File: src/rtl/cipher_mode_wrap.sv
module cipher_mode_wrap #(
  parameter int W   = 128,
  parameter int LAT = 4
) (
  input  logic         clk,
  input  logic         rst_n,
  input  logic         start_i,
  input  logic [1:0]   mode_i,
  input  logic [W-1:0] iv_i,
  input  logic         in_valid_i,
  input  logic [W-1:0] in_data_i,
  output logic         in_ready_o,
  output logic         out_valid_o,
  output logic [W-1:0] out_data_o,
  output logic         core_req_valid_o,
  output logic [W-1:0] core_req_data_o,
  input  logic         core_rsp_valid_i,
  input  logic [W-1:0] core_rsp_data_i
);
  localparam int PW = (LAT > 1) ? $clog2(LAT) : 1;
  localparam logic [1:0] M_ECB = 2'd0, M_CTR = 2'd1, M_CBC = 2'd2, M_STG = 2'd3;
  localparam logic [PW-1:0] P_LAST = PW'(LAT - 1);

  logic [1:0]    mode_q;
  logic          busy_q;
  logic [W-1:0]  fb_q;
  logic [W-1:0]  hist_q [LAT];
  logic [PW-1:0] iptr_q, rptr_q;
  logic [W-1:0]  stag;
  logic          issue;

  assign in_ready_o       = !start_i && !(mode_q == M_CBC && busy_q);
  assign issue            = in_valid_i && in_ready_o;
  assign core_req_valid_o = issue;
  assign stag = (core_rsp_valid_i && rptr_q == iptr_q) ? core_rsp_data_i : hist_q[iptr_q];

  always_comb begin
    case (mode_q)
      M_CTR:   core_req_data_o = fb_q;
      M_CBC:   core_req_data_o = in_data_i ^ fb_q;
      M_STG:   core_req_data_o = in_data_i ^ stag;
      default: core_req_data_o = in_data_i;
    endcase
  end

  always_ff @(posedge clk) begin
    if (!rst_n) begin
      mode_q <= M_ECB;
      busy_q <= 1'b0;
      fb_q   <= '0;
      iptr_q <= '0;
      rptr_q <= '0;
      for (int i = 0; i < LAT; i++) hist_q[i] <= '0;
    end else if (start_i) begin
      mode_q <= mode_i;
      busy_q <= 1'b0;
      fb_q   <= iv_i;
      iptr_q <= '0;
      rptr_q <= '0;
      for (int i = 0; i < LAT; i++) hist_q[i] <= iv_i;
    end else begin
      if (issue) begin
        iptr_q <= (iptr_q == P_LAST) ? '0 : iptr_q + 1'b1;
        if (mode_q == M_CTR) begin
          fb_q           <= fb_q + 1'b1;
          hist_q[iptr_q] <= in_data_i;
        end
        if (mode_q == M_CBC) busy_q <= 1'b1;
      end
      if (core_rsp_valid_i) begin
        rptr_q <= (rptr_q == P_LAST) ? '0 : rptr_q + 1'b1;
        if (mode_q == M_CBC) begin
          fb_q   <= core_rsp_data_i;
          busy_q <= 1'b0;
        end
        if (mode_q == M_STG) hist_q[rptr_q] <= core_rsp_data_i;
      end
    end
  end

  always_ff @(posedge clk) begin
    if (!rst_n) begin
      out_valid_o <= 1'b0;
      out_data_o  <= '0;
    end else begin
      out_valid_o <= core_rsp_valid_i;
      out_data_o  <= (mode_q == M_CTR) ? (core_rsp_data_i ^ hist_q[rptr_q]) : core_rsp_data_i;
    end
  end
endmodule


File: config.mk
export PLATFORM = sky130hd
export DESIGN_NAME = cipher_mode_wrap
export DESIGN_NICKNAME = d
export VERILOG_FILES = /design/src/rtl/cipher_mode_wrap.sv
export SDC_FILE = /design/constraint.sdc
export NUM_CORES = 2
export LEC_CHECK = 0
export CELL_PAD_IN_SITES_DETAIL_PLACEMENT = 1
export CELL_PAD_IN_SITES_GLOBAL_PLACEMENT = 2
export CORE_ASPECT_RATIO = 2
export CORE_UTILIZATION = 36
export DETAILED_ROUTE_END_ITERATION = 10
export GPL_ROUTABILITY_DRIVEN = 0
export PLACE_DENSITY_LB_ADDON = 0.1
export SYNTH_ARGS = -nofsm -noshare
export SYNTH_HDL_FRONTEND = slang
export SYNTH_SLANG_ARGS = --single-unit
File: constraint.sdc
create_clock -name clk -period 7 [get_ports clk]
set_clock_uncertainty 0.15 [all_clocks]
set_input_delay 1.05 -clock clk [delete_from_list [all_inputs] [get_ports clk]]
set_output_delay 1.05 -clock clk [all_outputs]
set_load 0.005 [all_outputs]
==> results.py <==
metrics = {
    "run_status": {
        "outcome": "finished with violations",
        "violations": "max-capacitance violations",
    },
    "global_routing": {
        "antenna_found_initial": 25,
        "overflow": 0,
        "grt_pass1_vias": 41600,
        "grt_use_total_pct": 32.8,
        "grt_max_degree": 129,
        "grt_pass1_wl_mm": 300,
    },
    "clock_tree": {
        "clkTransAtPathRegs_ps": 70,
        "postCtsSetupBuffers": 0,
        "cts_hold_buf": 0,
        "clock_latency_ps": 690,
        "cts_root_buffer": "clkbuf_16",
        "post_cts_resized": 0,
        "htreeDepth": 3,
        "cts_tree": "yes",
        "cts_buffers": 82,
        "clk_path_buf_depth": 3,
        "clock_sinks": 780,
    },
    "power": {
        "vdd_ir_drop_max_mv": 0.209,
        "finalPower_mw": 12.4,
        "power_frac_comb_pct": 16.6,
        "switching_share_pct": 27.5,
        "powerDensity_nw_per_um2": 218,
        "p_int_mw": 8.97,
        "p_leak_nw": 20.7,
        "p_seq_share_pct": 44.8,
        "p_clk_share_pct": 38.6,
        "p_switching_mw": 3.41,
    },
    "floorplanning": {
        "dieArea_sq_um": 128000,
        "coreArea_sq_um": 126000,
        "rows": 184,
        "start_util_pct": 36.3,
        "die_y_um": 505,
        "pin_count": 650,
        "dieWidth_um": 254,
    },
    "setup_path": {
        "cp_num_buf_inv": 3,
        "r2r-start": "fb_q[13]$_SDFF_PN0_",
        "cp-start-kind": "flip-flop",
        "crit_path_top_delay_cell": "buf_4",
        "cp.required_ps": 5800,
        "startpoint": "mode_q[1]$_SDFFE_PN0P_",
        "endpoint_kind": "output pin",
        "cpMostUsedCell": "buf_4",
        "cp_data_arrival_time_ps": 4610,
        "crit_family": "buffers and inverters",
        "critical-path-max-stage-delay_ps": 950,
        "critPathMaxFanout": 63,
        "worstPathCellList": "buf_4, nor2b_4, buf_4, a31oi_1, o21ai_0, clkdlybuf4s50_1",
        "r2r_slack_ps": 2100,
        "criticalPathCategory": "reg2out",
    },
    "sta": {
        "fmax_ghz": 0.172,
        "tightest_slew_ps": 1460,
        "max-slew-margin-rel_pct": 1.67,
        "drv_slew": 0,
        "layout_setup_ws_ps": 1190,
        "finalCriticalPeriod_ps": 5810,
        "fin_crit_sh_pct": 83.0,
        "final-setup-viol-count": 0,
        "hold_viol": 0,
        "rsz0062_at_grt": "false",
        "hold_ws_ps": 327,
        "finalSetupTns_ps": 0,
    },
    "flow_run": {
        "max_cap_viol_count": 1,
    },
    "yosys": {
        "yosys.cell_types.count": 58,
        "synthCells": 4290,
        "seq_area_frac_synth_pct": 45.5,
        "synth_edf_count": 512,
        "synth_fp_nets": 4685,
        "synthFlopType": "edfxtp_1",
        "ys_warn_count": 0,
        "avgSynthCellArea_sq_um": 10.6,
        "synth_seq_cells": 780,
        "synthArstFlopShare_pct": 0,
        "syn_area_sq_um": 45600,
    },
    "drt": {
        "top_layer": "met5",
        "drt_wl_total_mm": 212,
        "via_count": 39100,
        "drtAntennaViolNets": 0,
        "route.met3.wl_mm": 13.8,
        "dr.pass1.iters": 6,
        "detail_route.wl_per_cell_um": 32.5,
        "wl_met2_mm": 109,
        "drt-initial-drc-count": 2796,
        "drc": 0,
        "routed_via_density": 5.98,
        "wl_met1_mm": 79.9,
    },
    "placed_design": {
        "hpwl_mm": 141,
        "port_buffers": 649,
        "post-place-ws_ps": 1400,
    },
    "cells_and_area": {
        "area_delta_synth_final_pct": 24.5,
        "nFillCells": 13700,
        "nets": 5172,
        "drive_above_1_share_pct": 10.7,
    },
    "worst_hold_path": {
        "hp-class": "reg2reg",
    },
}
layout make-up:
type	count	area [sq um]	share of cell area (%)
clock buffer	112	2300	4.04
antenna	13	32.5	0.0573
sequential	780	20800	36.6
clock inverter	38	502	0.883
inverter	142	538	0.947
multi-input combinational	3036	23200	40.9
tap	1674	2090	3.69
timing repair buffer	735	7330	12.9
path summary, 6_finish.rpt:
check                                            end  cells after the start
worst max-delay path             core_req_data_o[70]                      6
worst min-delay path                       flip-flop                      2
worst max register to register  fb_q[106]$_SDFF_PN0_                      7
worst min register to register             flip-flop                      2
state kept, by name (all words and copies together), names as in the netlist, named ones only:
register / count
hist_q: 512
fb_q: 128
out_data_o: 128
iptr_q: 2
mode_q: 2
rptr_q: 2
out_valid_o: 1
cells by family (layout without fill, tap and decap cells):
logic type,Yosys count,after routing,share of synthesized area [%]
AO/OA/AOI/OAI,1077,1077,12.9
AND/OR/NAND/NOR,933,933,9.15
flip-flops,780,780,45.5
multiplexers,646,646,21.2
buffers and inverters,474,1027,3.93
XOR/XNOR,376,376,7.22
adder cells (fa/ha/maj),4,4,0.110
other,0,13,0
layout by cell type (no fill, tap or decap), types with 13 or more instances in the layout:
| cell type | synthesis | routed |
|---|---|---|
| xor2_1 | 185 | 185 |
| a21oi_1 | 148 | 148 |
| buf_4 | 0 | 72 |
| nor3_1 | 48 | 48 |
| nor2_1 | 222 | 220 |
| o211ai_1 | 82 | 82 |
| nand4_1 | 43 | 43 |
| mux4_2 | 256 | 256 |
| mux2i_1 | 388 | 388 |
| dfxtp_1 | 268 | 262 |
| buf_12 | 0 | 15 |
| nand2_1 | 430 | 419 |
| diode_2 | 0 | 13 |
| clkdlybuf4s50_1 | 0 | 648 |
| o21ai_0 | 670 | 670 |
| clkinv_2 | 0 | 13 |
| xnor2_1 | 191 | 191 |
| and4_1 | 14 | 14 |
| clkbuf_1 | 254 | 18 |
| a31oi_1 | 130 | 130 |
| clkbuf_16 | 0 | 83 |
| nand3_1 | 84 | 83 |
| inv_1 | 141 | 141 |
| and3_1 | 21 | 21 |
| edfxtp_1 | 512 | 512 |
through the flow:
step	utilization (%)	area [sq um]	instances
2_1_floorplan	-	45600	4290
3_3_place_gp	42.9	54000	6367
3_5_place_dp	42.9	54000	6367
4_1_cts	45.2	56800	6517
5_1_grt	45.2	56800	6523
6_report	45.2	56800	6530
layer usage:
layer / GRT usage (%) / vias to the layer above
met5: 0 / -
li1: - / 16900
met2: 58.8 / 1590
met1: 38.1 / 20100
met3: 5.33 / 401
met4: 14.1 / 24
power groups by stage:
stage | combinational (mW) | clock [mW] | sequential (mW)
2_1_floorplan | 1.09 | 0 | 5.50
3_3_place_gp | 2.04 | 0 | 5.62
3_5_place_dp | 2.05 | 0 | 5.65
4_1_cts | 2.06 | 4.85 | 5.55
5_1_grt | 2.19 | 4.97 | 5.58
6_report | 2.06 | 4.77 | 5.55
worst register-to-register path, delay by kind of cell (launching register included):
kind / cells / cell delay (ps)
simple gates: 7 / 4110
flops: 1 / 560
synth_stat cells (4+ instances only):
cell	instances	share of area [%]
nand3_1	84	0.92
dfxtp_1	268	12
buf_2	9	0.099
nand2_1	430	3.5
nor2_1	222	1.8
nor3b_1	5	0.082
and4_1	14	0.27
clkbuf_1	254	2.1
nor4_2	4	0.11
o211ai_1	82	1.3
xnor2_1	191	3.7
mux2i_1	388	8.5
nor4_1	12	0.16
inv_1	141	1.2
xor2_1	185	3.6
mux4_2	256	13
and3_1	21	0.29
nand4_1	43	0.59
o21a_1	11	0.18
edfxtp_1	512	34
o221ai_1	4	0.077
a21oi_1	148	1.6
nor3_1	48	0.53
o22ai_1	6	0.082
buf_1	66	0.54
nand2b_1	6	0.082
or3_1	10	0.14
ha_1	4	0.11
a211oi_1	10	0.16
o21ai_0	670	7.4
a31oi_1	130	1.8
and2_1	13	0.18
Power figures use the tool's default switching activity.
